## src/rtl/dmapg_addr_unit.sv

```systemverilog
module dmapg_addr_unit #(
  parameter bit WIDE16     = 1'b0,
  parameter bit HAS_HIPAGE = 1'b1
) (
  input  logic        clk,
  input  logic        rst_n,
  input  logic        wr_en,
  input  logic        rd_en,
  input  logic        sel_hi,
  input  logic        is_word,
  input  logic [2:0]  reg_idx,
  input  logic [15:0] wdata,
  output logic [15:0] rdata,
  output logic        rd_valid,
  input  logic [1:0]  chan_idx,
  input  logic [15:0] cur_addr,
  output logic [31:0] phys_addr
);
  localparam int SLOTS = 8;

  logic [SLOTS-1:0][7:0] pg_q, hi_q;
  logic [2:0]  nxt_idx, slot;
  logic [7:0]  pg_sel, hi_sel;
  logic [31:0] off;

  assign nxt_idx = reg_idx + 3'd1;

  always_comb begin
    case (chan_idx)
      2'd0:    slot = 3'd7;
      2'd1:    slot = 3'd3;
      2'd2:    slot = 3'd1;
      default: slot = 3'd2;
    endcase
  end

  always_ff @(posedge clk or negedge rst_n) begin
    if (!rst_n) begin
      pg_q <= '0;
      hi_q <= '0;
    end else if (wr_en) begin
      if (!sel_hi) begin
        pg_q[reg_idx] <= wdata[7:0];
        hi_q[reg_idx] <= 8'h00;
        if (is_word) begin
          pg_q[nxt_idx] <= wdata[15:8];
          hi_q[nxt_idx] <= 8'h00;
        end
      end else if (HAS_HIPAGE && !is_word) begin
        hi_q[reg_idx] <= wdata[7:0];
      end
    end
  end

  assign rd_valid = rd_en && !(sel_hi && (is_word || !HAS_HIPAGE));

  always_comb begin
    rdata = 16'h0000;
    if (rd_valid) begin
      if (sel_hi)       rdata = {8'h00, hi_q[reg_idx]};
      else if (is_word) rdata = {pg_q[nxt_idx], pg_q[reg_idx]};
      else              rdata = {8'h00, pg_q[reg_idx]};
    end
  end

  assign pg_sel = pg_q[slot] & ~{7'h00, WIDE16};
  assign hi_sel = HAS_HIPAGE ? hi_q[slot] : 8'h00;

  generate
    if (WIDE16) begin : g_w16
      assign off = {15'h0000, cur_addr, 1'b0};
    end else begin : g_w8
      assign off = {16'h0000, cur_addr};
    end
  endgenerate

  assign phys_addr = {hi_sel, pg_sel, 16'h0000} | off;

  assert_page_wr_clears_hi_R4: assert property (@(posedge clk) disable iff (!rst_n)
    wr_en && !sel_hi |=> hi_q[$past(reg_idx)] == 8'h00);

  assert_word_upper_byte_R5: assert property (@(posedge clk) disable iff (!rst_n)
    wr_en && !sel_hi && is_word |=> pg_q[$past(nxt_idx)] == $past(wdata[15:8]));

  assert_hi_wr_keeps_page_R7: assert property (@(posedge clk) disable iff (!rst_n)
    wr_en && sel_hi |=> $stable(pg_q));

  assert_hi_word_ignored_R8: assert property (@(posedge clk) disable iff (!rst_n)
    wr_en && sel_hi && is_word |=> $stable(hi_q));

  assert_idle_hold_R10: assert property (@(posedge clk) disable iff (!rst_n)
    !wr_en |=> $stable(pg_q) && $stable(hi_q));
endmodule

```

## config.mk

```make
export PLATFORM = sky130hd
export DESIGN_NAME = dmapg_addr_unit
export DESIGN_NICKNAME = d
export VERILOG_FILES = /design/src/rtl/dmapg_addr_unit.sv
export SDC_FILE = /design/constraint.sdc
export NUM_CORES = 1
export LEC_CHECK = 0
export BUFFER_PORTS_ARGS = -buffer_cell sky130_fd_sc_hd__buf_2
export CORE_ASPECT_RATIO = 0.9
export CORE_UTILIZATION = 45
export CTS_CLUSTER_DIAMETER = 40
export DETAILED_ROUTE_END_ITERATION = 7
export PLACE_DENSITY = 0.76
export SLEW_MARGIN = 20
export SYNTH_ARGS = -nofsm -noshare
export SYNTH_HDL_FRONTEND = slang
export SYNTH_SLANG_ARGS = --single-unit
export TNS_END_PERCENT = 50
```

## constraint.sdc

```tcl
create_clock -name clk -period 4.5 [get_ports clk]
set_clock_uncertainty 0.05 [all_clocks]
set_input_delay 0.225 -clock clk [delete_from_list [all_inputs] [get_ports clk]]
set_output_delay 0.225 -clock clk [all_outputs]
set_load 0.02 [all_outputs]
```

# [Word-level counts from Yosys, hierarchy flattened]
# Cells that the tools add are included.
[totals] regBits=128
[op_classes] addsub=1 order_cmp=5 eq_ne=3 muxes=25 bitwise=6 reduce_logical=8
[ops] cell="two-way mux 64 bit" count=4
[ops] cell="bitwise mux 64 bit" count=3
[ops] cell="AND 64 bit" count=2
[ops] cell="inverter 64 bit" count=2
[ops] cell="binary-select mux 8 bit (select 3 bit)" count=5
[ops] cell="two-way mux 8 bit" count=7
[ops] cell="demux 8 bit (select 3 bit)" count=2
[ops] cell="two-way mux 16 bit" count=3
[ops] cell="bitwise OR 32 x 16 -> 32 bit" count=1
[ops] cell="< comparator 3 x 4 -> 1 bit, second input constant" count=3
[ops] cell="one-hot mux 3 bit (3 select lines)" count=1
[ops] cell=">= comparator 3 x 1 -> 1 bit, second input constant" count=2
[ops] cell="logical AND 1 bit" count=4
[ops] cell="AND reduction 2 bit" count=2
[ops] cell="adder 3 x 1 -> 3 bit, second input constant" count=1
[ops] cell="equality test 2 x 1 -> 1 bit, second input constant" count=1
[ops] cell="equality test 2 bit, second input constant" count=1
[ops] cell="logical NOT 2 bit" count=1
[ops] cell="!= test 2 bit, second input constant" count=1
[ops] cell="logical NOT 1 bit" count=1
[ops] cell="inverter 1 bit" count=1

# [Depth between registers and ports, before layout]
[depth] ltp_word=9 ltp_mapped=8 depth_no_buf=5

# [Least setup slack after synthesis]
# Ideal clock, no wire load.
[synth_timing] kind="input port to output port" start="input port reg_idx[0]" end="output port rdata[11]" arrival_ps=2019 required_time_ps=4225 setup_slack_ps=2206 cell_stages=7 cell_sequence="ha_1 buf_2 buf_2 buf_1 nor3_1 nand2_1 a21oi_1"
[synth_via] elab_chain_len=6
[synth_lines] item="start, declared" line="11" text="input logic [2:0] reg_idx,"
[synth_lines] item="adder 3 x 1 -> 3 bit" line="26" text="assign nxt_idx = reg_idx + 3'd1;"
[synth_lines] item="binary-select mux 8 bit (select 3 bit)" line="61" text="else if (is_word) rdata = {pg_q[nxt_idx], pg_q[reg_idx]};"
[synth_lines] item="two-way mux 8 bit (implied by the code)" line="61"
[synth_lines] item="two-way mux 16 bit" line="61"
[synth_lines] item="two-way mux 16 bit" line="60" text="if (sel_hi) rdata = {8'h00, hi_q[reg_idx]};"
[synth_lines] item="two-way mux 16 bit" line="59" text="if (rd_valid) begin"
[synth_lines] item="end, declared" line="13" text="output logic [15:0] rdata,"
# No other way between the ends. The select of a mux whose other input is x is not followed.

# [Worst setup path in the final report]
[layout_timing] start="input port reg_idx[0]" end="output port rdata[0]"
[layout_via] elab_chain_len=5 elab_cells_between_ends=7 cone_classes="mux: 7"
[layout_lines] item="binary-select mux 8 bit (select 3 bit)" line="61, 62"
[layout_lines] item="two-way mux 8 bit (implied by the code)" line="61, 62"
[layout_lines] item="two-way mux 16 bit" line="61"
[layout_lines] item="two-way mux 16 bit *" line="60"
[layout_lines] item="two-way mux 16 bit *" line="59"
# Mark *: on every way between the ends. The rest lies on a longest branch, timed or not. The select of a mux whose other input is x is not followed.

==> metrics.md <==
| Metric | Value |
|---|---|
| Asr flop ratio synth | 100.0% |
| Pin count of the biggest net entering global routing | just under 70 |
| Placement Rows | 44 |
| Area delta synth->final | 10.58% |
| Worst-Margin Slew | ~1.1 ns |
| First-pass GRT wire length | between 40 and 50 mm |
| Synthesized area per cell | between 10 and 15 um2 |
| Worst path most repeated cell | buf_2 |
| Ys Warns | 0 |
| Gr usage total | about a third |
| DRC Markers | 19 |
| Hold WC Path Type | in2async |
| Top-count cell post-synth | dfrtp_1 |
| Yosys top cell area share | 42.71% |
| Worst EP required | 4.22 ns |
| Crit Path Category | in2out |
| Antenna diodes | 0 |
| Top cells by count, synth | 128 x dfrtp_1, 66 x o2bb2ai_1, 64 x a2bb2oi_1, 64 x o22ai_1, 35 x nand2_1 |
| Unrepaired setup endpoints after global routing | false |
| Clk_lat worst skew | around 0.43 ns |
| Period minus WS final | between 3 and 4 ns |
| Worst VDD drop | 247.7 uV |
| Nets | approximately 710 |
| PostCTS Resize Cnt | 0 |
| Placed Area | about 7700 um2 |
| Die area | between 15000 and 20000 um2 |
| Top sig layer | met4 |
| Final setup viols | 0 |
| Slowest stage delay, CP | ~0.66 ns |
| Net Sw Frac | roughly a third |
| DR iter-0 viols | roughly 1200 |
| Clock root cell | clkbuf_16 |
| Static Leak | between 3 and 4 nW |
| Post-synth EDFFs | 0 |
| Met3 wire length | roughly 3.6 mm |
| Post-Synthesis Cells | 663 |
| Sequential cell fraction of total power | 42.2% |
| Combinational power share | approximately a quarter |
| Die height | around 120 um |
| Max Clk Rate | 0.3159 GHz |
| Cell variety after synth | 51 |
| Met2 WL | 11.24 mm |
| M1 wire length | a little under 10 mm |
| Routed WL | 26.43 mm |
| Count of final hold-check violations | 0 |
| CP Capture Type | output port |
| Port Buffers | a little under 60 |
| Status | finished, violations left |
| Post-CTS Setup Bufs | 0 |
| Initial Util | 46.18% |
| Vias per std cell | a little under 8 |
| Crit path max-delay family | buffers and inverters |
| Layout cells sized above 1 | about 26% |
| Grt total ovfl | 0 |
| Clock Power Share | between 30% and 40% |
| Clock buffer count from CTS | 17 |
| Synth area leader | dfrtp_1 |
| Core area | between 15000 and 20000 um2 |
| Worst setup SP type | primary input |
| Setup TNS | 0 ns |
| Max Cap Viol | 0 |
| Ys flop type | dfrtp_1 |
| Worst Path Buf+Inv | 3 |
| DPL Wire Length | approximately 17 mm |
| CTS tree | built |
| Final antenna-violating net count | 0 |
| Design Area, Final | approximately 8300 um2 |
| Register bit total from synthesis | between 100 and 150 |
| FILL cells | between 1000 and 1500 |
| CP Cell Sequence | buf_2 -> buf_4 -> nor3b_1 -> a22o_1 -> a221oi_1 -> a211oi_1 -> buf_2 |
| Io pins | between 90 and 100 |
| Wirelength per Cell | between 20 and 30 um |
| Max clock buf depth | 2 |
| Power Dens Cells | 470.4 nW/um2 |
| Critical Path AT | a little under 3 ns |
| Register area share after synthesis | 42.71% |
| First-pass detailed-route iteration total | 8 |
| TritonCTS Sinks | approximately 130 |
| Slew HR | approximately 28% |
| Clk slew on worst S/H paths | approximately 0.060 ns |
| Slowest cell on crit path | nor3b_1 |
| Vias in the first global route | around 6900 |
| Internal power | ~2.7 mW |
| Syn_nets | between 700 and 800 |
| DIE WIDTH | approximately 140 um |
| Fin. max-slew vios | 0 |
| Crit Path Max Fanout | between 40 and 50 |
| Net Sw Power | approximately 1.2 mW |
| Initial antenna violation count | 0 |
| Failing checks | DRC |
| Via count | 6857 |
| RD Place Congestion | 0.9664 |
| Final Cycle Share | 70.34% |
| Mapped cell area | around 7500 um2 |
| Htree depth | 4 |
| Top post-synthesis cells by area | dfrtp_1 43%, mux4_2 9.0%, o2bb2ai_1 7.7% |
## area by class of cell
cell class | instances | area [um2] | share of cell area [%]
Clock buffer | 22 | 464.2 | 5.597
Clock inverter | 7 | 87.58 | 1.056
Inverter | 6 | 22.52 | 0.2716
Multi-Input combinational cell | 444 | 3859 | 46.53
Sequential cell | 128 | 3203 | 38.62
Tap cell | 207 | 259.0 | 3.123
Timing Repair Buffer | 72 | 397.9 | 4.798
## power by group through the flow
stage	Combinational, mW	Clock, mW	Sequential, mW
2_1_floorplan	0.705	0	1.53
4_1_cts	0.910	1.33	1.62
5_1_grt	0.980	1.38	1.65
6_report	0.928	1.33	1.65
3_3_place_gp	0.880	0	1.62
3_5_place_dp	0.906	0	1.63
## final timing paths
path / from / cells past startpoint / slack, ns / end
max reg2reg: pg_q[9]$_DFFE_PN0P_ / 1 / 3.65 / pg_q[9]$_DFFE_PN0P_
min: rst_n / 2 / 0.14 / pg_q[46]$_DFFE_PN0P_
max: reg_idx[0] / 7 / 1.33 / rdata[0]
min in group clk: wdata[15] / 3 / 0.14 / pg_q[55]$_DFFE_PN0P_
min reg2reg: hi_q[33]$_DFFE_PN0P_ / 1 / 0.43 / hi_q[33]$_DFFE_PN0P_
max in group asynchronous: rst_n / 3 / 3.12 / hi_q[29]$_DFFE_PN0P_
## logic make-up (layout without fill, tap and decap cells)
group,count (synthesis),in the layout,synth area share [%]
compound gates,288,288,30.41
flops,128,128,42.71
buf+inv,91,107,5.939
simple gates,86,86,6.073
mux,67,67,14.46
xor+xnor,2,2,0.2336
fa+ha+maj,1,1,0.1668
## through the flow
step | worst slack (ns) | std cells | utilization, % | hold WS, ns | power (mW)
finish | 1.335 | 886 | 51.06 | 0.1368 | 3.901
global route | 1.190 | 886 | 51.06 | 0.1437 | 4.015
CTS | 1.392 | 886 | 51.06 | 0.1275 | 3.861
global placement | 1.505 | 856 | 47.60 | 0.03899 | 2.502
detailed placement | 1.402 | 856 | 47.60 | 0.04192 | 2.537
floorplan | 2.206 | 663 | - | -0.1206 | 2.234
## placed cells by master (no fill, tap or decap), types with 16 or more instances in the layout
master	n
mux2_2	31
nand2_1	35
a221oi_1	16
a2bb2oi_1	64
clkbuf_16	17
o22ai_1	64
mux4_2	30
o2bb2ai_1	66
dfrtp_1	128
buf_2	58
## per-layer routing
layer	vias up	GRT usage, %
met4	0	20.49
met5	-	0
met2	595	45.14
met1	3409	41.22
met3	154	11.26
li1	2699	-
## what timing repair did
action / in CTS / in global routing
hold buffers: 1 / 0
endpoints found under the hold margin: 11 / 0
setup endpoints to repair: 0 / 0
## sequential cells by signal, indices dropped and copies added, names as in the netlist
signal  cells
pg_q       64
hi_q       64
Power figures use the tool's default switching activity.
